`src/rtl/dma_pkg.sv`:
```
`timescale 1ns/1ps
package dma_pkg;
    localparam int ADDR_W     = 32;
    localparam int DATA_W     = 32;
    localparam int HALF_W     = 16;
    localparam int CNT_LG     = 16;
    localparam int CNT_W      = CNT_LG + 1;
    localparam int DESC_BYTES = 8;
    localparam int HALF_BYTES = HALF_W / 8;

    localparam logic [2:0] OFS_CMD  = 3'd0;
    localparam logic [2:0] OFS_STAT = 3'd2;
    localparam logic [2:0] OFS_PTR  = 3'd4;

    localparam int B_GO    = 0;
    localparam int B_TOMEM = 3;
    localparam int B_ACT   = 0;
    localparam int B_ERR   = 1;
    localparam int B_IRQ   = 2;
    localparam int B_CAP0  = 5;
    localparam int B_CAP1  = 6;

    typedef enum logic [2:0] {
        E_IDLE, E_FET0, E_FET1, E_WAIT, E_MEM, E_DRV, E_END
    } eng_st_e;

    typedef struct packed {
        eng_st_e             st;
        logic                go;
        logic                tomem;
        logic                act;
        logic                err;
        logic                irq;
        logic [1:0]          cap;
        logic [ADDR_W-1:2]   tbl;
        logic [ADDR_W-1:0]   cur;
        logic [ADDR_W-1:0]   addr;
        logic [CNT_W-1:0]    left;
        logic                last;
        logic [HALF_W-1:0]   hw;
    } eng_t;
endpackage

```
`src/rtl/dma_prd_check.sv`:
```
`timescale 1ns/1ps
module dma_prd_check #(
    parameter int AW = 32,
    parameter int LG = 16
) (
    input  logic [AW-1:0] base,
    input  logic [AW-1:0] word,
    output logic [LG:0]   bytes,
    output logic          last,
    output logic          bad
);
    logic [LG-1:0] cnt;
    logic [LG+1:0] reach;
    logic          unused_hi;

    assign cnt       = word[LG-1:0];
    assign last      = word[AW-1];
    assign bytes     = (cnt == '0) ? {1'b1, {LG{1'b0}}} : {1'b0, cnt};
    assign reach     = {2'b00, base[LG-1:0]} + {1'b0, bytes};
    assign bad       = base[0] | cnt[0] | (reach > {2'b01, {LG{1'b0}}});
    assign unused_hi = ^{word[AW-2:LG], base[AW-1:LG]};
endmodule

```
`src/rtl/dma_lane.sv`:
```
`timescale 1ns/1ps
module dma_lane #(
    parameter int DW = 32,
    parameter int HW = 16
) (
    input  logic            sel_hi,
    input  logic [DW-1:0]   rword,
    input  logic [HW-1:0]   hw_in,
    output logic [HW-1:0]   hw_out,
    output logic [DW-1:0]   wword,
    output logic [DW/8-1:0] strb
);
    localparam int SB = DW / 16;

    assign hw_out = sel_hi ? rword[HW +: HW] : rword[0 +: HW];
    assign wword  = {hw_in, hw_in};
    assign strb   = sel_hi ? {{SB{1'b1}}, {SB{1'b0}}} : {{SB{1'b0}}, {SB{1'b1}}};
endmodule

```
`src/rtl/dma_engine.sv`:
```
`timescale 1ns/1ps
module dma_engine
    import dma_pkg::*;
#(
    parameter bit SIMPLEX = 1'b0
) (
    input  logic               clk,
    input  logic               rst_n,
    input  logic               reg_we,
    input  logic [2:0]         reg_addr,
    input  logic [31:0]        reg_wdata,
    output logic [31:0]        reg_rdata,
    output logic               mem_req,
    output logic               mem_we,
    output logic [ADDR_W-1:0]  mem_addr,
    output logic [DATA_W/8-1:0] mem_wstrb,
    output logic [DATA_W-1:0]  mem_wdata,
    input  logic [DATA_W-1:0]  mem_rdata,
    input  logic               mem_gnt,
    input  logic               drv_req,
    output logic               drv_ack,
    input  logic [HALF_W-1:0]  drv_rdata,
    output logic [HALF_W-1:0]  drv_wdata
);
    eng_t q_q, q_d;
    logic kick, adv;
    logic [CNT_W-1:0]    desc_bytes;
    logic                desc_last, desc_bad;
    logic [HALF_W-1:0]   lane_hw;
    logic [DATA_W-1:0]   lane_wword;
    logic [DATA_W/8-1:0] lane_strb;

    // Signals brought out for the bound checker
    logic              act_w, go_w, irq_w, err_w;
    logic [ADDR_W-1:0] tbl_w;
    assign act_w = q_q.act;
    assign go_w  = q_q.go;
    assign irq_w = q_q.irq;
    assign err_w = q_q.err;
    assign tbl_w = {q_q.tbl, 2'b00};

    dma_prd_check #(.AW(ADDR_W), .LG(CNT_LG)) u_desc (
        .base(q_q.addr), .word(mem_rdata),
        .bytes(desc_bytes), .last(desc_last), .bad(desc_bad)
    );

    dma_lane #(.DW(DATA_W), .HW(HALF_W)) u_lane (
        .sel_hi(q_q.addr[1]), .rword(mem_rdata), .hw_in(q_q.hw),
        .hw_out(lane_hw), .wword(lane_wword), .strb(lane_strb)
    );

    always_comb begin
        q_d  = q_q;
        kick = 1'b0;
        adv  = 1'b0;

        // Register writes; engine updates below take precedence
        if (reg_we) begin
            case (reg_addr)
                OFS_CMD: begin
                    q_d.go = reg_wdata[B_GO];
                    if (!q_q.act) q_d.tomem = reg_wdata[B_TOMEM];
                    kick = reg_wdata[B_GO] & ~q_q.go & ~q_q.act;
                end
                OFS_STAT: begin
                    if (reg_wdata[B_ERR]) q_d.err = 1'b0;
                    if (reg_wdata[B_IRQ]) q_d.irq = 1'b0;
                    q_d.cap = reg_wdata[B_CAP1:B_CAP0];
                end
                OFS_PTR: if (!q_q.act) q_d.tbl = reg_wdata[ADDR_W-1:2];
                default: ;
            endcase
        end

        case (q_q.st)
            E_IDLE: if (kick) begin
                q_d.act = 1'b1;
                q_d.cur = {q_q.tbl, 2'b00};
                q_d.st  = E_FET0;
            end
            E_FET0: if (mem_gnt) begin
                q_d.addr = mem_rdata;
                q_d.st   = E_FET1;
            end
            E_FET1: if (mem_gnt) begin
                if (desc_bad) begin
                    q_d.err = 1'b1;
                    q_d.act = 1'b0;
                    q_d.st  = E_IDLE;
                end else begin
                    q_d.left = desc_bytes;
                    q_d.last = desc_last;
                    q_d.st   = E_WAIT;
                end
            end
            E_WAIT: begin
                if (!q_q.go) begin
                    q_d.act = 1'b0;
                    q_d.st  = E_IDLE;
                end else if (drv_req) begin
                    if (q_q.tomem) q_d.hw = drv_rdata;
                    q_d.st = E_MEM;
                end
            end
            E_MEM: if (mem_gnt) begin
                if (q_q.tomem) begin
                    adv = 1'b1;
                end else begin
                    q_d.hw = lane_hw;
                    q_d.st = E_DRV;
                end
            end
            E_DRV: adv = 1'b1;
            E_END: begin
                q_d.act = 1'b0;
                q_d.irq = 1'b1;
                if (drv_req) q_d.err = 1'b1;
                q_d.st  = E_IDLE;
            end
            default: q_d.st = E_IDLE;
        endcase

        if (adv) begin
            q_d.addr = q_q.addr + ADDR_W'(HALF_BYTES);
            q_d.left = q_q.left - CNT_W'(HALF_BYTES);
            if (q_q.left == CNT_W'(HALF_BYTES)) begin
                if (q_q.last) begin
                    q_d.st = E_END;
                end else if (q_q.go) begin
                    q_d.cur = q_q.cur + ADDR_W'(DESC_BYTES);
                    q_d.st  = E_FET0;
                end else begin
                    q_d.act = 1'b0;
                    q_d.st  = E_IDLE;
                end
            end else begin
                q_d.st = E_WAIT;
            end
        end
    end

    always_ff @(posedge clk or negedge rst_n) begin
        if (!rst_n) q_q <= '0;
        else        q_q <= q_d;
    end

    assign mem_req   = (q_q.st == E_FET0) || (q_q.st == E_FET1) || (q_q.st == E_MEM);
    assign mem_we    = (q_q.st == E_MEM) && q_q.tomem;
    assign mem_addr  = (q_q.st == E_FET0) ? q_q.cur :
                       (q_q.st == E_FET1) ? q_q.cur + ADDR_W'(4) : q_q.addr;
    assign mem_wdata = lane_wword;
    assign mem_wstrb = mem_we ? lane_strb : '0;
    assign drv_ack   = ((q_q.st == E_WAIT) && q_q.go && q_q.tomem && drv_req) ||
                       (q_q.st == E_DRV);
    assign drv_wdata = q_q.hw;

    always_comb begin
        case (reg_addr)
            OFS_CMD:  reg_rdata = {28'd0, q_q.tomem, 2'b00, q_q.go};
            OFS_STAT: reg_rdata = {24'd0, SIMPLEX, q_q.cap, 2'b00, q_q.irq, q_q.err, q_q.act};
            OFS_PTR:  reg_rdata = {q_q.tbl, 2'b00};
            default:  reg_rdata = '0;
        endcase
    end
endmodule

```
`config.mk`:
```
export PLATFORM = sky130hd
export DESIGN_NAME = dma_engine
export DESIGN_NICKNAME = d
export VERILOG_FILES = /design/src/rtl/dma_pkg.sv /design/src/rtl/dma_prd_check.sv /design/src/rtl/dma_lane.sv /design/src/rtl/dma_engine.sv
export SDC_FILE = /design/constraint.sdc
export NUM_CORES = 1
export LEC_CHECK = 0
export CAP_MARGIN = 20
export CELL_PAD_IN_SITES_DETAIL_PLACEMENT = 1
export CELL_PAD_IN_SITES_GLOBAL_PLACEMENT = 1
export CORE_ASPECT_RATIO = 0.6
export CORE_MARGIN = 3
export CORE_UTILIZATION = 40
export DETAILED_ROUTE_END_ITERATION = 7
export DONT_BUFFER_PORTS = 1
export HOLD_SLACK_MARGIN = 0.03
export PLACE_DENSITY_LB_ADDON = 0.1
export RECOVER_POWER = 100
export SKIP_CTS_REPAIR_TIMING = 1
export SLEW_MARGIN = 20
export SYNTH_ARGS = -nofsm -noshare
export SYNTH_HDL_FRONTEND = slang
export SYNTH_HIERARCHICAL = 1
export SYNTH_SLANG_ARGS = --single-unit
```
`constraint.sdc`:
```
create_clock -name clk -period 5.91 [get_ports clk]
set_clock_uncertainty 0.1 [all_clocks]
set_input_delay 0 -clock clk [delete_from_list [all_inputs] [get_ports clk]]
set_output_delay 0 -clock clk [all_outputs]
set_load 0.02 [all_outputs]
```
* After elaboration in Yosys (flattened, before gate mapping) *
Index checks and enable logic that the tools add are counted.

operators by class
  $add $sub $neg = 5
  mux-type cells = 60
  reduce and logical (&&, ||, !) cells = 27
  bitwise logic cells = 7
  equal/unequal tests = 22
  order comparisons = 1

operators by type and width
  cell                                                              number
  two-way mux 32 bit                                                9
  two-way mux 16 bit                                                6
  case mux 32 bit (3 select lines)                                  1
  two-way mux 81 bit                                                1
  two-way mux 30 bit                                                2
  two-way mux 18 bit                                                3
  two-way mux 34 bit                                                1
  adder 32 x 2 -> 32 bit (second input constant)                    1
  adder 32 x 3 -> 32 bit (second input constant)                    1
  adder 32 x 4 -> 32 bit (second input constant)                    1
  case mux 16 bit (2 select lines)                                  1
  two-way mux 3 bit                                                 10
  adder 16 x 17 -> 18 bit                                           1
  greater-than comparator 18 x 17 -> 1 bit (second input constant)  1
  case mux 3 bit (6 select lines)                                   1
  equality test 17 x 2 -> 1 bit (second input constant)             1
  two-way mux 17 bit                                                1
  subtractor 17 x 2 -> 17 bit (second input constant)               1
  zero test 16 bit                                                  1
  two-way mux 1 bit                                                 15
  != test 3 bit (second input constant)                             5
  AND reduction 3 bit                                               5
  != test 2 bit (second input constant)                             7
  nonzero test 2 bit                                                7
  17 further kinds                                                  39

storage, ports and cells
  input bits = 88
  logic and storage cells = 135
  register bits after elaboration = 138
  output and inout port bits = 119

* Logic depth before layout (Yosys ltp) *
  word-level depth = 12
  depth in mapped cells = 17

* Hierarchy *
The synthesis kept the hierarchy.

modules (own cells, without submodules)
  module         area an instance (µm²)  sequential area each (µm²)  cells an instance  times used
  dma_engine     8627.0                  3453.3                      1040               1
  dma_prd_check  1072.3                  0.0                         155                1
  dma_lane       511.7                   0.0                         54                 1

* Worst setup path after synthesis *
No wires, ideal clock.

  kind = reg-to-reg
  from = register q_q[35] in the netlist's numbering
  to = register q_q[29] in the netlist's numbering
  arrival time = 3791 ps
  setup time = 126 ps
  path slack = 1893 ps
  data required time = 5684 ps
  stages on the path, launching flop included = 15
  cell sequence = dfrtp_1 > inv_1 > fa_1 > xor2_1 > o2111ai_1 > a2111oi_2 > nand4_1 > a2111o_1 > nor4_2 > a31oi_1 > a2111o_1 > nor3b_2 > nor2_1 > o21bai_1 > a221o_1

on the way
  cells in the longest elaborated chain, start to end = 5

ends and longest elaborated chain
  element                                   RTL line             source
  start, declared                           dma_engine.sv:25     eng_t q_q, q_d;
  start signal, assigned                    dma_engine.sv:144    else q_q <= q_d;
  adder 16 x 17 -> 18 bit                   dma_prd_check.sv:19  assign reach = {2'b00, base[LG-1:0]} + {1'b0, bytes};
  greater-than comparator 18 x 17 -> 1 bit  dma_prd_check.sv:20  assign bad = base[0] | cnt[0] | (reach > {2'b01, {LG{1'b0}}});
  bitwise OR 1 bit                          dma_prd_check.sv:20
  via desc_bad                              dma_engine.sv:28     logic desc_last, desc_bad;
  != test 2 bit (no line)                   --
  AND reduction 3 bit (no line)             --

The timed path passes the listed nets, and every way through them passes these cells.
A chain may end at the register's enable or synchronous reset.

* Worst setup path after layout *
  from = register q_q[35] in the netlist's numbering
  to = register q_q[22] in the netlist's numbering

Same word-level chain as after synthesis.

==> qor.yml <==
post_drt_wl_per_cell_um: 26.3
grtUsageTotal_pct: 28.3
grt_overflow: 0
r2r_start: "q_q[35]"
ant_nets: 0
drtIter0Drc: 840
worstMarginPinSlew_ns: 3.69
synth_area_um2: 10200
slew_violations: 314
vias: 10100
irDropWorstVdd_v: 0.000215
die_y_um: 130
drc_errors: 0
die-width_um: 212
io_buffers: 0
antenna_found_initial: 0
area_delta_synth_final_pct: 13.3
cp-end-kind: "flop"
clockBufferDepth: 2
syn_nets: 1358
hold_slack_ns: -0.0453
p_sw_mw: 3.19
ys_async_sr_fraction_pct: 100
leakage_nw: 4.47
intPower_mw: 3.11
highest_layer: "met4"
hold_start: "mem_gnt"
synthMuxAreaShare_pct: 8.31
rr_worst_depth: 16
clockRootBuffer: "clkbuf_16"
hold_class: "in -> reg"
hold_viol: 1
synth-seq-cells: 138
cp.arrival_ns: 5.49
period_share_pct: 88.0
layout.nets: 1359
slew_headroom_pct: -146
cp-startpoint: "q_q[35]"
firstDrtPassIters: 5
seqPwrFrac_pct: 35.3
synth_compound_area_share_pct: 21.8
cp_max_fo: 19
grt_pass1_wl_um: 59100
slowest_delay_ns: 0.58
wl_met2_um: 17300
violations: "hold timing, capacitance limit, slew limit"
synth_top_family_by_area: "simple AND/OR/NAND/NOR gates"
drive_gt1_share_pct: 9.58
startpoint_type: "flop"
cts_max_level: 4
max-cap-violations: 7
fin_setup_tns_ns: 0
synth.avg_cell_area_um2: 8.18
insertion_delay_ns: 0.45
switching_share_pct: 50.7
status: "complete, but fails checks"
p_clk_share_pct: 18.6
p_comb_share_pct: 46.1
grt_max_degree: 139
finalCriticalPeriod_ns: 5.20
drt_wl_total_um: 41700
r2r-end: "q_q[22]"
num_antenna_cells: 0
cts_buffers: 17
initial_core_util_pct: 41.5
seq_area_um2: 3450
synth-simple-area-share_pct: 24.2
yosysUniqueCellTypes: 81
synth_edf_count: 0
synth_ff_type: "dfrtp_1"
via_per_inst: 6.34
io_pins: 207
max_freq_ghz: 0.192
synthXorXnorAreaFrac_pct: 0.944
worstSetupEndpoint: "q_q[22]"
floorplan.rows: 44
gp_congestion: 0.924
crit_type: "reg -> reg"
grt_pass1_vias: 9331
p_total_mw: 6.31
required_ns: 6.20
synth_fa_ha_area_share_pct: 2.65
wl_met3_um: 3650
tritoncts: "built"
clkTransAtPathRegs_ns: 0.06
core_area_um2: 24600
multi_input_area_um2: 5900
met1Wirelength_um: 20100
r2r_setup_slack_ns: 0.71
synth_warnings: 6
grt_setup_unrepaired: "false"
dp_hpwl_um: 29300
fill_cells: 2865
netlist_instances: 1249
path_cells: "buf_4 > inv_1 > fa_1 > xor2_1 > o2111ai_1 > a2111oi_0 > nand4_1 > a2111o_1 > nor4_1 > a31oi_1 > a2111o_1 > nor3b_1 > buf_4 > nand2_1 > dlygate4sd3_1 > nand3_1"
setup_viol: 0
crit_path_top_delay_cell: "dlygate4sd3_1"
die-area_um2: 27500
cts_sinks: 138
p_per_area_nw_per_um2: 545
utilization_pct: 47.0
ys_seq_area_share_pct: 33.8
[worst min path at each step]
| stage | endpoint | slack, ns | cells past startpoint |
|---|---|---|---|
| after floorplan | act_w | -0.40 | 0 |
| after global routing | q_q[136] | 0.05 | 4 |
| after CTS | drv_wdata[13] | -0.88 | 0 |
| final | q_q[136] | -0.05 | 4 |
| after global placement | q_q[62] | -0.39 | 0 |
| after detailed placement | q_q[62] | -0.39 | 0 |
[registers in the layout (all words and copies together), names as in the netlist]
| name | cells |
|---|---|
| irq_w | 1 |
| drv_wdata | 16 |
| q_q | 118 |
| act_w | 1 |
| go_w | 1 |
| err_w | 1 |
[critical path, delay by kind of cell, from the launching register on]
kind | cells | cell delay, ns
compound gates | 5 | 1.57
buf+inv | 4 | 1.35
simple gates | 5 | 0.96
flops | 1 | 0.48
fa+ha+maj | 1 | 0.47
xor+xnor | 1 | 0.18
[power by group through the flow]
stage / logic (mW) / clock network, mW / registers (mW)
after floorplan: 2.68 / 0 / 1.67
after global placement: 2.72 / 0 / 2.21
after detailed placement: 2.75 / 0 / 2.22
after CTS: 2.77 / 1.19 / 2.21
after global routing: 3.17 / 1.24 / 2.29
final: 2.91 / 1.17 / 2.22
[cells in the final DEF, fill, tap and decap left out, types with 9 or more instances in the layout]
master and instances:
dfrtp_1 138, nand2_1 124, nor2_1 115, a21oi_1 113, dlygate4sd3_1 97, o21ai_0 74
nand3_1 60, o22ai_1 43, mux2_2 42, and2_0 31, nor3_1 28, mux2i_1 24
inv_1 24, ha_1 20, and3_1 19, clkbuf_16 17, nand4_1 15, a31oi_1 13
clkbuf_1 13, o311ai_0 12, o211ai_1 12, nor2b_1 11, nor4_1 11, a22oi_1 10
buf_4 10, mux2_4 9
[cells in the mapped netlist (4+ instances only)]
master / n / area share (%)
o31ai_1: 6 / 0.44
a211oi_1: 8 / 0.59
o21ai_1: 4 / 0.20
o311ai_0: 12 / 1.0
a221o_1: 7 / 0.69
nand3_1: 60 / 2.9
and4_1: 8 / 0.69
a31oi_1: 13 / 0.80
ha_1: 20 / 2.5
a21o_1: 8 / 0.59
xor2_1: 5 / 0.43
mux2_2: 42 / 4.6
or3_1: 8 / 0.49
o22ai_1: 43 / 2.6
a2bb2oi_1: 4 / 0.34
nand3b_1: 4 / 0.29
or4_1: 6 / 0.44
nor4_1: 9 / 0.55
and2_1: 37 / 2.3
nand2b_1: 8 / 0.49
nand2_1: 124 / 4.6
a22oi_1: 10 / 0.74
clkbuf_1: 72 / 2.6
nand4_1: 15 / 0.92
a21oi_1: 114 / 5.6
nor3b_1: 6 / 0.44
a311oi_1: 4 / 0.34
dfrtp_1: 138 / 34
mux2_4: 9 / 1.3
mux2i_1: 24 / 2.4
nor2b_1: 11 / 0.67
nor2_1: 115 / 4.2
and3_1: 19 / 1.2
inv_1: 24 / 0.88
o21a_1: 4 / 0.29
buf_4: 52 / 3.8
xnor2_1: 6 / 0.51
buf_2: 9 / 0.44
nor3_1: 28 / 1.4
o211ai_1: 12 / 0.88
o21ai_0: 74 / 3.6
[stage by stage]
step	instances	worst slack, ns	instance area, um2	hold WS (ns)
floorplan	1249	1.89	10200	-0.396
global placement	1455	1.33	10000	-0.392
detailed placement	1455	1.13	10000	-0.392
CTS	1487	1.12	10700	-0.880
global route	1585	0.381	11600	0.0526
finish	1585	0.712	11600	-0.0453
[cells by family after synthesis]
family,after synthesis
buffers and inverters,163
xor gates and xnor gates,11
adders and majority gates,21
AOI/OAI and AO/OA,355
and+or+nand+nor,486
muxes,75
DFF,138
[final cells by class]
class	count	area share, %
Clock buffer	20	3.95
Clock inverter	12	1.48
Inverter	25	0.811
Multi-Input combinational cell	948	51.0
Sequential cell	138	29.8
Tap cell	322	3.48
Timing Repair Buffer	120	9.47
[per-layer routing]
layer | track usage [%] | vias to the layer above
met4 | 5.55 | 0
met5 | 0 | -
met3 | 8.53 | 40
met2 | 38.8 | 352
li1 | - | 4544
met1 | 43.5 | 5116
Note: power is estimated with default switching activity, not from simulation.
